**src/rtl/icap_pkg.sv**
```systemverilog
// Shared types of the input capture unit.
// Assumes: nothing beyond IEEE 1800-2017.
package icap_pkg;

    // Transition direction a channel reacts to.
    typedef enum logic {
        EDGE_RISE = 1'b0,
        EDGE_FALL = 1'b1
    } edge_sel_e;

endpackage

```
**src/rtl/icap_timebase.sv**
```systemverilog
// Free-running up counter with a one-cycle wrap indication.
// Assumes: counts on every clock; wrap_o is high in the cycle the counter
// holds its all-ones value, so the wrap and the reload to zero share an edge.
module icap_timebase #(
    parameter int TMR_W = 16
) (
    input  logic             clk,
    input  logic             rst_n,
    output logic [TMR_W-1:0] count_o,
    output logic             wrap_o
);

    logic [TMR_W-1:0] count_q;

    // Advance the counter every cycle.
    always_ff @(posedge clk) begin
        if (!rst_n) begin
            count_q <= '0;
        end else begin
            count_q <= count_q + 1'b1;
        end
    end

    // Flag the last value before the wrap.
    always_comb begin
        wrap_o = (count_q == {TMR_W{1'b1}});
    end

    assign count_o = count_q;

endmodule

```
**src/rtl/icap_edge_qual.sv**
```systemverilog
// Pin sampler, optional stability filter and edge detector for one channel.
// Assumes: pin_i is synchronous to clk. The last FILT_DEPTH samples are kept.
// With the filter on, a level is accepted only when all of them agree. With
// it off, the newest sample is accepted. evt_o marks an accepted change in
// the selected direction, combinationally, in the cycle after the sampling edge.
module icap_edge_qual
    import icap_pkg::*;
#(
    parameter int FILT_DEPTH = 4
) (
    input  logic      clk,
    input  logic      rst_n,
    input  logic      pin_i,
    input  logic      filt_en_i,
    input  edge_sel_e edge_sel_i,
    output logic      evt_o
);

    logic [FILT_DEPTH-1:0] hist_q;
    logic                  level_q;
    logic                  steady;
    logic                  accept;
    logic                  change;

    // Shift in a new sample and remember the accepted level.
    always_ff @(posedge clk) begin
        if (!rst_n) begin
            hist_q  <= '0;
            level_q <= 1'b0;
        end else begin
            hist_q <= {hist_q[FILT_DEPTH-2:0], pin_i};
            if (change) begin
                level_q <= hist_q[0];
            end
        end
    end

    // Decide whether the newest sample is an accepted transition.
    always_comb begin
        steady = (&hist_q) | ~(|hist_q);
        accept = filt_en_i ? steady : 1'b1;
        change = accept && (hist_q[0] != level_q);
        if (edge_sel_i == EDGE_RISE) begin
            evt_o = change && hist_q[0];
        end else begin
            evt_o = change && !hist_q[0];
        end
    end

endmodule

```
**src/rtl/icap_evt_div.sv**
```systemverilog
// Event divider: lets every (limit+1)-th qualifying event through.
// Assumes: limit_i may change at any time. A stored count at or above the
// new limit fires on the next event and restarts from zero.
module icap_evt_div #(
    parameter int EVT_W = 4
) (
    input  logic             clk,
    input  logic             rst_n,
    input  logic             evt_i,
    input  logic [EVT_W-1:0] limit_i,
    output logic             fire_o
);

    logic [EVT_W-1:0] seen_q;

    // Fire when enough events have been skipped.
    always_comb begin
        fire_o = evt_i && (seen_q >= limit_i);
    end

    // Count skipped events and restart after each fire.
    always_ff @(posedge clk) begin
        if (!rst_n) begin
            seen_q <= '0;
        end else if (evt_i) begin
            seen_q <= fire_o ? '0 : seen_q + 1'b1;
        end
    end

endmodule

```
**src/rtl/icap_flags.sv**
```systemverilog
// Sticky flag bank with clear-by-pulse and one gated interrupt output.
// Assumes: set_i has priority over clr_i when both are high in one cycle.
module icap_flags #(
    parameter int N_FLAGS = 3
) (
    input  logic               clk,
    input  logic               rst_n,
    input  logic [N_FLAGS-1:0] set_i,
    input  logic [N_FLAGS-1:0] clr_i,
    input  logic [N_FLAGS-1:0] ie_i,
    input  logic               unit_ie_i,
    output logic [N_FLAGS-1:0] flag_o,
    output logic               irq_o
);

    logic [N_FLAGS-1:0] flag_q;

    // Set wins, otherwise a clear drops the flag.
    always_ff @(posedge clk) begin
        if (!rst_n) begin
            flag_q <= '0;
        end else begin
            flag_q <= set_i | (flag_q & ~clr_i);
        end
    end

    // Combine the enabled flags into one request.
    always_comb begin
        irq_o = unit_ie_i && (|(flag_q & ie_i));
    end

    assign flag_o = flag_q;

endmodule

```
**src/rtl/icap_unit.sv**
```systemverilog
// Input capture unit: free-running counter, NUM_CH filtered capture channels,
// sticky flags and one shared interrupt.
// Assumes: all inputs are synchronous to clk. Clear inputs are one-cycle
// pulses that stand for a software write of one.
module icap_unit
    import icap_pkg::*;
#(
    parameter int TMR_W      = 16,
    parameter int NUM_CH     = 2,
    parameter int EVT_W      = 4,
    parameter int FILT_DEPTH = 4
) (
    input  logic                    clk,
    input  logic                    rst_n,
    input  logic [NUM_CH-1:0]       cap_in,
    input  logic [NUM_CH-1:0]       cfg_fall,
    input  logic [NUM_CH-1:0]       cfg_filt,
    input  logic [NUM_CH*EVT_W-1:0] cfg_evt,
    input  logic [NUM_CH-1:0]       cap_ie,
    input  logic                    ovf_ie,
    input  logic                    unit_ie,
    input  logic [NUM_CH-1:0]       cap_clr,
    input  logic                    ovf_clr,
    output logic [TMR_W-1:0]        timer_val,
    output logic                    ovf_flag,
    output logic [NUM_CH*TMR_W-1:0] cap_val,
    output logic [NUM_CH-1:0]       cap_flag,
    output logic                    irq
);

    localparam int N_FLAGS = NUM_CH + 1;

    logic [TMR_W-1:0]   count;
    logic               wrap;
    logic [NUM_CH-1:0]  qual_evt;
    logic [NUM_CH-1:0]  cap_fire;
    logic [N_FLAGS-1:0] flag_vec;

    icap_timebase #(.TMR_W(TMR_W)) u_timebase (
        .clk     (clk),
        .rst_n   (rst_n),
        .count_o (count),
        .wrap_o  (wrap)
    );

    for (genvar ch = 0; ch < NUM_CH; ch++) begin : g_ch
        logic [TMR_W-1:0] cap_q;

        icap_edge_qual #(.FILT_DEPTH(FILT_DEPTH)) u_qual (
            .clk        (clk),
            .rst_n      (rst_n),
            .pin_i      (cap_in[ch]),
            .filt_en_i  (cfg_filt[ch]),
            .edge_sel_i (edge_sel_e'(cfg_fall[ch])),
            .evt_o      (qual_evt[ch])
        );

        icap_evt_div #(.EVT_W(EVT_W)) u_div (
            .clk     (clk),
            .rst_n   (rst_n),
            .evt_i   (qual_evt[ch]),
            .limit_i (cfg_evt[ch*EVT_W +: EVT_W]),
            .fire_o  (cap_fire[ch])
        );

        // Latch the counter value of the firing cycle.
        always_ff @(posedge clk) begin
            if (!rst_n) begin
                cap_q <= '0;
            end else if (cap_fire[ch]) begin
                cap_q <= count;
            end
        end

        assign cap_val[ch*TMR_W +: TMR_W] = cap_q;
    end

    icap_flags #(.N_FLAGS(N_FLAGS)) u_flags (
        .clk       (clk),
        .rst_n     (rst_n),
        .set_i     ({wrap, cap_fire}),
        .clr_i     ({ovf_clr, cap_clr}),
        .ie_i      ({ovf_ie, cap_ie}),
        .unit_ie_i (unit_ie),
        .flag_o    (flag_vec),
        .irq_o     (irq)
    );

    assign timer_val = count;
    assign ovf_flag  = flag_vec[NUM_CH];
    assign cap_flag  = flag_vec[NUM_CH-1:0];

endmodule

```
**config.mk**
```make
export PLATFORM = sky130hd
export DESIGN_NAME = icap_unit
export DESIGN_NICKNAME = d
export VERILOG_FILES = /design/src/rtl/icap_pkg.sv /design/src/rtl/icap_timebase.sv /design/src/rtl/icap_edge_qual.sv /design/src/rtl/icap_evt_div.sv /design/src/rtl/icap_flags.sv /design/src/rtl/icap_unit.sv
export SDC_FILE = /design/constraint.sdc
export NUM_CORES = 1
export LEC_CHECK = 0
export BUFFER_PORTS_ARGS = -buffer_cell sky130_fd_sc_hd__buf_2
export CELL_PAD_IN_SITES_DETAIL_PLACEMENT = 0
export CELL_PAD_IN_SITES_GLOBAL_PLACEMENT = 1
export CORE_ASPECT_RATIO = 0.5
export CORE_MARGIN = 5
export CORE_UTILIZATION = 36
export DETAILED_ROUTE_END_ITERATION = 12
export GPL_TIMING_DRIVEN = 0
export PLACE_DENSITY_LB_ADDON = 0.1
export SLEW_MARGIN = 15
export SYNTH_ARGS = -nofsm -noshare
export SYNTH_HDL_FRONTEND = slang
export SYNTH_SLANG_ARGS = --single-unit
```
**constraint.sdc**
```tcl
create_clock -name clk -period 1.8 [get_ports clk]
set_input_delay 0.36 -clock clk [delete_from_list [all_inputs] [get_ports clk]]
set_output_delay 0.36 -clock clk [all_outputs]
set_load 0.01 [all_outputs]
```
==> results.cfg, run 1 <==
[power_and_ir_drop]
p_total_w = 0.00362
power_density_mw_per_mm2 = 933
peakVddDrop_v = 0.000498
power_leakage_nw = 1.97

[setup_path]
cp_slowest_cell = or4_4
cpLargestDelayFamily = simple AND/OR/NAND/NOR gates
cpPeakStageDelay_ps = 530
start_kind = flop
crit_chain = or4_4 -> a32o_2 -> nand2b_4 -> buf_12 -> and3_4
worstSetupEndpointType = flop
required_ps = 2010
worst-path-buf-inv = 1
path_max_fanout = 10
arrival_ps = 2030
criticalPathCategory = reg -> reg

[synthesis]
syn_inst = 305
avgSynthCellArea_sq_um = 9.63
synth_seq_area_share_pct = 47.0
ys_ff_latch = 69
synth.distinct_cells = 31
synth_nets = 339
synth_area_sq_mm = 0.00294
yosysWarnings = 0

[global_route]
grt_pass1_wl_microns = 11700
grtUsageTotal_pct = 15.0
grt_max_degree = 12
grt_antenna_before_repair = 0
grt_overflow_total = 0
first_global_vias = 2428

[cts]
clkLatencyLatePin_ps = 320
cts_buffers = 9
clock-sinks = 69
cts_tree = built
cts_root_buf = clkbuf_16
htreeDepth = 3
clockBufferDepth = 2
cts.reportedPaths.clkPinSlew_ps = 50

[floorplanning]
die_h_microns = 73.9
io_pins = 75
die_w_microns = 138
initial_core_util_pct = 36.9
core_sq_mm = 0.00797
die-area_sq_mm = 0.0102
num_rows = 23

[final_layout]
mostFrequentLayoutCell = buf_2
fillCellCount = 777
stdcell_area_sq_mm = 0.00388
area_growth_pct = 32.2
drive_above_1_share_pct = 29.3
antennaDiodeCount = 0
layout_common_cells = 73 x buf_2, 64 x dfxtp_1, 57 x nand2_1, 31 x mux2i_1, 17 x and2_1
final_core_util_pct = 48.7
nets = 428

[route]
drt-wirelength-per-cell_microns = 14.1
postRouteAntennaNets = 0
drt_iter0_markers = 88
dr_total_vias = 2388
viasPerCell = 4.67
drc = 0
wl_microns = 7180
firstDrtPassIters = 5

[placement]
postPlaceCellArea_sq_mm = 0.00344
pre_cts_slack_ps = -30.1
port_buffers = 73
gp_congestion = 0.735
hpwl_microns = 5290

[timing]
rsz0062_at_grt = true
setup_viol = 4
fin_crit_sh_pct = 101
hold_viol = 0
finalCriticalPeriod_ps = 1810
final_max_slew_viol_count = 0
timing.fmax_mhz = 552
skew_ps = 5.15
slew_headroom_pct = 62.8
setup_ws_ps = -10.7
worst_slew_pin_slew_ps = 558

[run_status]
violations = setup timing
status = finished, violations left

[run]
maxCapViolCount = 0

[worst_hold_path]
hp-class = in -> reg
## final timing paths
check,cells after the start,to,start,slack (ps)
max,5,g_ch[0].u_div.seen_q[2],g_ch[0].u_qual.hist_q[3],-10
min,2,g_ch[0].u_qual.hist_q[0],cap_in[0],240
max reg2reg,5,g_ch[0].u_div.seen_q[2],g_ch[0].u_qual.hist_q[3],-10
min reg2reg,2,g_ch[0].cap_q[12],g_ch[0].cap_q[12],460
## layout make-up
cell class                      instances  area [sq um]  share of cell area (%)
Sequential cell                        69          1390                    35.7
Multi-Input combinational cell        212          1470                    37.8
Clock buffer                           12           256                    6.61
Buffer                                 13           100                    2.58
Timing Repair Buffer                   78           420                    10.8
Tap cell                              112           140                    3.61
Clock inverter                          4          70.1                    1.80
Inverter                               11          41.3                    1.06
## cell usage after synthesis, drive strengths merged
library cell	count	share of area, %
nor3	1	0.17
ha	11	4.7
a21boi	3	0.77
or3b	2	0.60
a21oi	4	0.68
nor2	7	0.89
buf	4	1.5
and3	11	2.3
or3	1	0.21
or4	2	0.51
mux2	2	0.77
dfxtp	69	47
o21ai	7	1.2
nand2b	6	1.8
and4	4	1.2
and2	17	3.6
a32o	2	0.77
clkbuf	9	1.1
xnor2	7	2.1
nand4	5	1.1
a22o	2	0.60
nand3b	6	1.5
a222oi	1	0.34
inv	11	1.4
xor2	8	2.4
nand2	57	7.3
mux2i	32	11
nand3	11	1.9
nor2b	3	0.64
## state kept, by name (all words and copies together) (netlist names)
name and flops:
g_ch.cap_q 32, g_ch.u_qual.level_q 2, g_ch.u_qual.hist_q 8, u_timebase.count_o 16
g_ch.u_div.seen_q 8, u_flags.flag_o 3
## power breakdown
part / internal, W / switching [W]
registers: 0.00155 / 0.0000237
clock network: 0.00128 / 0.000611
logic: 0.0000776 / 0.0000816
total: 0.00291 / 0.000716
## logic make-up (layout without fill, tap and decap cells)
logic type / count (synthesis) / count (layout) / share of synthesized area (%)
fa+ha+maj: 11 / 11 / 4.68
simple gates: 133 / 133 / 23.7
buf+inv: 24 / 118 / 4.09
flops: 69 / 69 / 47.0
mux: 34 / 34 / 11.7
xor+xnor: 15 / 15 / 4.47
compound gates: 19 / 19 / 4.34
## per-stage QoR
stage / std cells / hold slack (ps) / TNS [ps]
floorplan: 305 / 467 / 0
global placement: 490 / 445 / -14.6
detailed placement: 490 / 449 / -175
CTS: 507 / 229 / 0
global route: 511 / 229 / -1230
finish: 511 / 242 / -29.0
## repair_timing
item / CTS / global route
setup buffers: 1 / 3
gates resized for setup: 2 / 15
pin swaps: 3 / 2
hold buffers: 0 / 0
cloned: 0 / 1
setup endpoints to repair: 30 / 39
## metal layers
layer / vias up / track usage, % / wire length [microns]
li1: 1217 / - / -
met5: - / 0 / 0
met2: 45 / 25.7 / 3430
met4: 0 / 3.29 / 47
met3: 5 / 5.81 / 473
met1: 1121 / 18.0 / 3230
Power figures use the tool's default switching activity.
==> run 2, diff against run 1 <==
CELL_PAD_IN_SITES_GLOBAL_PLACEMENT = 2   (was 1)
CORE_UTILIZATION = 29   (was 36)
==> run 2 against run 1 <==
Compared with the run above:
- the flow still finishes with violations (setup timing)
- combinational power barely moved
- wire length rose by 7.8%
- design area fell by 0.48%
==> results.cfg, run 2 (same netlist as run 1, synthesis figures left out) <==
[run_status]
status = finished, violations left
violations = setup timing

[timing]
setup_ws_ps = -7.70
timing.fmax_mhz = 553
worst_slew_pin_slew_ps = 598
finalCriticalPeriod_ps = 1810
holdWs_ps = 229
hold_viol = 0
slew_headroom_pct = 60.1
setup_viol = 9
skew_ps = 6.42
rsz0062_at_grt = true
final_max_slew_viol_count = 0
fin_crit_sh_pct = 100

[route]
drt_iter0_markers = 56
drt-wirelength-per-cell_microns = 14.4
dr_total_vias = 2363
firstDrtPassIters = 4
top_layer = met4
wl_met3_microns = 376
viasPerCell = 4.40
wl_met1_microns = 3730
postRouteAntennaNets = 0
wl_microns = 7740
drc = 0
routed-wl-met2_microns = 3540

[setup_path]
r2r-end = g_ch[1].cap_q[12]
arrival_ps = 2020
path_max_fanout = 5
start_kind = flop
worstSetupEndpointType = flop
cpLargestDelayFamily = simple AND/OR/NAND/NOR gates
criticalPathCategory = reg -> reg
r2r_cells = 5
worst-path-buf-inv = 1
worstSetupStartpoint = g_ch[1].u_qual.hist_q[3]
required_ps = 2020
cp_slowest_cell = or4_4
ff2ff_setup_slack_ps = -8
reg2reg_from = g_ch[1].u_qual.hist_q[3]
crit_chain = or4_4 -> a32o_2 -> nand2b_4 -> clkbuf_16 -> mux2i_1
cpPeakStageDelay_ps = 530

[final_layout]
nets = 426
antennaDiodeCount = 0
largest_register_ffs = 32
largest-register = g_ch.cap_q
area_growth_pct = 31.5
stdcell_area_sq_mm = 0.00386
mostFrequentLayoutCell = buf_2
layout_common_cells = 73 x buf_2, 64 x dfxtp_1, 57 x nand2_1, 30 x mux2i_1, 17 x and2_1
layout.cells.non_filler = 537
drive_above_1_share_pct = 29.0

[placement]
port_buffers = 73
gp_congestion = 0.724
dp.cells = 518
hpwl_microns = 5730
pre_cts_slack_ps = -33.6
postPlaceCellArea_sq_mm = 0.00348

[floorplanning]
core_sq_mm = 0.0101
num_rows = 26
io_pins = 75
die_w_microns = 152
die-area_sq_mm = 0.0124
die_h_microns = 81.2
initial_core_util_pct = 29.2

[worst_hold_path]
hold_path.startpoint = cap_in[1]
holdPathStages = 2
hold_path_end = g_ch[1].u_qual.hist_q[0]
hp-class = in -> reg

[cts]
cts_buffers = 9
clock-sinks = 69
clockBufferDepth = 2
cts.reportedPaths.clkPinSlew_ps = 50
htreeDepth = 3
cts_root_buf = clkbuf_16
clkLatencyLatePin_ps = 330
cts_tree = built
postCtsHoldBufs = 0

[power_and_ir_drop]
p_total_w = 0.00338
power_leakage_nw = 1.94
peakVddDrop_v = 0.000463
power_density_mw_per_mm2 = 874

[global_route]
grtUsageTotal_pct = 13.0
first_global_vias = 2372
grt_max_degree = 12
grt_antenna_before_repair = 0
grt_pass1_wl_microns = 12500
grt_overflow_total = 0

[run]
maxCapViolCount = 0
==> run 2: power by group <==
group | internal [W] | switching (W) | total [W]
Clock | 0.00100 | 0.000647 | 0.00165
Sequential | 0.00155 | 0.0000238 | 0.00157
Combinational | 0.0000765 | 0.0000819 | 0.000158
==> run 2: final cells by class <==
type / count / area [sq um]
clock inverters: 4 / 22.5
multi-input cells: 212 / 1470
well taps: 140 / 175
inverters: 11 / 41.3
flip-flops and latches: 69 / 1390
clock buffers: 12 / 256
plain buffers: 13 / 109
fillers: 1048 / 6190
repair buffers: 76 / 405
==> run 2: worst max-delay path by stage <==
stage / endpoint / slack, ps / cells past startpoint
after global placement: g_ch[0].u_div.seen_q[1] / -20 / 6
after detailed placement: g_ch[1].u_div.seen_q[3] / -30 / 5
final: g_ch[1].cap_q[12] / -8 / 5
after CTS: g_ch[0].u_div.seen_q[1] / 2 / 5
after floorplan: g_ch[1].u_div.seen_q[2] / 90 / 5
after global routing: g_ch[0].u_div.seen_q[3] / -60 / 5
==> run 2: routing by layer <==
metal | vias to the layer above | global-route usage [%]
met3 | 11 | 5.53
met5 | - | 0
met2 | 42 | 21.3
met4 | 0 | 4.04
li1 | 1212 | -
met1 | 1098 | 15.6
==> run 2: per-stage QoR <==
stage	utilization, %	TNS, ps
final	38.4	-32.8
after global routing	38.4	-1310
after CTS	37.5	0
after detailed placement	34.6	-273
after global placement	34.6	-92.4
after floorplan	-	0
==> run 2: timing repair <==
action                     in CTS  in global routing
pin swaps                       3                  2
resized for setup               5                 14
buffers inserted                0                  2
gates cloned                    0                  1
setup endpoints to repair      38                 38
==> run 3, diff against run 2 <==
CELL_PAD_IN_SITES_DETAIL_PLACEMENT = not set   (was 0)
CELL_PAD_IN_SITES_GLOBAL_PLACEMENT = not set   (was 2)
CORE_UTILIZATION = 49   (was 29)
CTS_BUF_LIST = sky130_fd_sc_hd__clkbuf_2 sky130_fd_sc_hd__clkbuf_4 sky130_fd_sc_hd__clkbuf_8   (was not set)
PLACE_DENSITY = 0.78   (was not set)
PLACE_DENSITY_LB_ADDON = not set   (was 0.1)
==> run 3 against run 2 <==
Compared with the run above:
- the run still ends with setup timing left
- sequential power about the same
- final cell count is 11% lower
- die area fell by 37%
- global-route usage grew 5.2 points
- largest power group is now registers
- wire length decreased by 7.6%
==> results.cfg, run 3 (same netlist as run 1, synthesis figures left out) <==
[power_and_ir_drop]
p_clk_share_pct = 46.6
seq_power_share_pct = 48.3
internal-power_w = 0.00256
swShare_pct = 20.9
combPwrFrac_pct = 5.1
power_density_mw_per_mm2 = 839
peakVddDrop_v = 0.000521
power_leakage_nw = 1.98
p_sw_w = 0.000678

[timing]
fin_crit_sh_pct = 101
rsz0062_at_grt = true
skew_ps = 7.16
finalCriticalPeriod_ps = 1820
holdWs_ps = 221
worst_slew_pin_slew_ps = 529
setup_viol = 13
hold_viol = 0
final_max_slew_viol_count = 0
slew_headroom_pct = 64.8
setup_ws_ps = -23.8
fin_setup_tns_ps = -105
timing.fmax_mhz = 548

[route]
drc = 0
dr_total_vias = 2458
postRouteAntennaNets = 0
viasPerCell = 5.16
wl_microns = 7150
drt_iter0_markers = 104
drt-wirelength-per-cell_microns = 15.0
firstDrtPassIters = 4

[global_route]
grtUsageTotal_pct = 18.1
first_global_vias = 2498
grt_overflow_total = 0
grt_antenna_before_repair = 0
grt_max_degree = 13
grt_pass1_wl_microns = 11300

[placement]
hpwl_microns = 5030
port_buffers = 73
dp.cells = 451
gp_congestion = 0.759

[final_layout]
layout_common_cells = 73 x buf_2, 63 x dfxtp_1, 57 x nand2_1, 31 x mux2i_1, 17 x and2_1
largest_register_ffs = 32
multiInputGateArea_sq_mm = 0.00148
layout.cells.non_filler = 476
nets = 432
final_core_util_pct = 68.5
fillCellCount = 429
seq_area_sq_mm = 0.00139
area_growth_pct = 31.4
drive_above_1_share_pct = 31.3
largest-register = g_ch.cap_q
antennaDiodeCount = 0
mostFrequentLayoutCell = buf_2

[cts]
htreeDepth = 3
cts.reportedPaths.clkPinSlew_ps = 80
postCtsHoldBufs = 0
clock-sinks = 69
cts_tree = built
clkLatencyLatePin_ps = 340
cts_buffers = 9
cts_root_buf = clkbuf_8
clockBufferDepth = 2

[run_status]
status = finished, violations left
violations = setup timing

[setup_path]
cpPeakStageDelay_ps = 530
worstSetupEndpointType = flop
cpLargestDelayFamily = simple AND/OR/NAND/NOR gates
path_max_fanout = 5
crit_chain = or4_4 -> a32o_2 -> nand2b_4 -> buf_12 -> and3_4
ff2ff_setup_slack_ps = -20
arrival_ps = 2060
criticalPathCategory = reg -> reg
worst-path-buf-inv = 1
cp_slowest_cell = or4_4
start_kind = flop
required_ps = 2030

[worst_hold_path]
hp-class = in -> reg

[floorplanning]
die_w_microns = 120
die-area_sq_mm = 0.00774
initial_core_util_pct = 52.1
die_h_microns = 64.8
core_sq_mm = 0.00563
io_pins = 75
num_rows = 19

[run]
maxCapViolCount = 0
[run 3: path summary, 6_finish.rpt]
kind                                    to  cells past startpoint                     start
setup / recovery   g_ch[0].u_div.seen_q[2]                      5  g_ch[0].u_qual.hist_q[2]
hold / removal    g_ch[0].u_qual.hist_q[0]                      2                 cap_in[0]
setup reg to reg   g_ch[0].u_div.seen_q[2]                      5  g_ch[0].u_qual.hist_q[2]
hold reg to reg          g_ch[0].cap_q[12]                      2         g_ch[0].cap_q[12]
[run 3: worst reg2reg max path, stage by stage, from the launching register on]
cell and delay [ps]:
dfxtp_2 320, or4_4 530, a32o_2 320, nand2b_4 220
buf_12 170, and3_4 160
[run 3: layout make-up]
cell class              count  area share [%]
plain buffers              13            2.82
well taps                  73            2.37
flip-flops and latches     69            36.1
clock inverters             6            2.88
inverters                  11            1.07
clock buffers              10            3.40
multi-input cells         212            38.3
repair buffers             82            13.0
[run 3: metal layers]
layer	GRT usage [%]	vias to the layer above	wire, microns
met5	0	-	0
met4	6.28	0	102
met3	6.95	11	424
met2	33.4	66	3620
met1	19.3	1161	3010
li1	-	1220	-
[run 3: per-stage QoR]
step,cell area [sq um],worst slack (ps),total power [W]
2_1_floorplan,2940,89.1,0.00169
3_3_place_gp,3390,11.4,0.00174
3_5_place_dp,3390,-34.2,0.00175
4_1_cts,3650,2.70,0.00324
5_1_grt,3860,-61.4,0.00336
6_report,3860,-23.8,0.00324
[run 3: timing repair]
item,CTS,global route
buffers inserted,2,3
pin swaps,2,4
endpoints found under the setup margin,17,41
resized for setup,2,25
gates cloned,0,4
[run 3: power groups by stage]
| stage | sequential [W] | combinational, W | clock (W) |
|---|---|---|---|
| after global routing | 0.00157 | 0.000184 | 0.00161 |
| after detailed placement | 0.00160 | 0.000145 | 0 |
| after global placement | 0.00160 | 0.000138 | 0 |
| after CTS | 0.00157 | 0.000148 | 0.00153 |
| final | 0.00156 | 0.000164 | 0.00151 |
| after floorplan | 0.00160 | 0.0000881 | 0 |
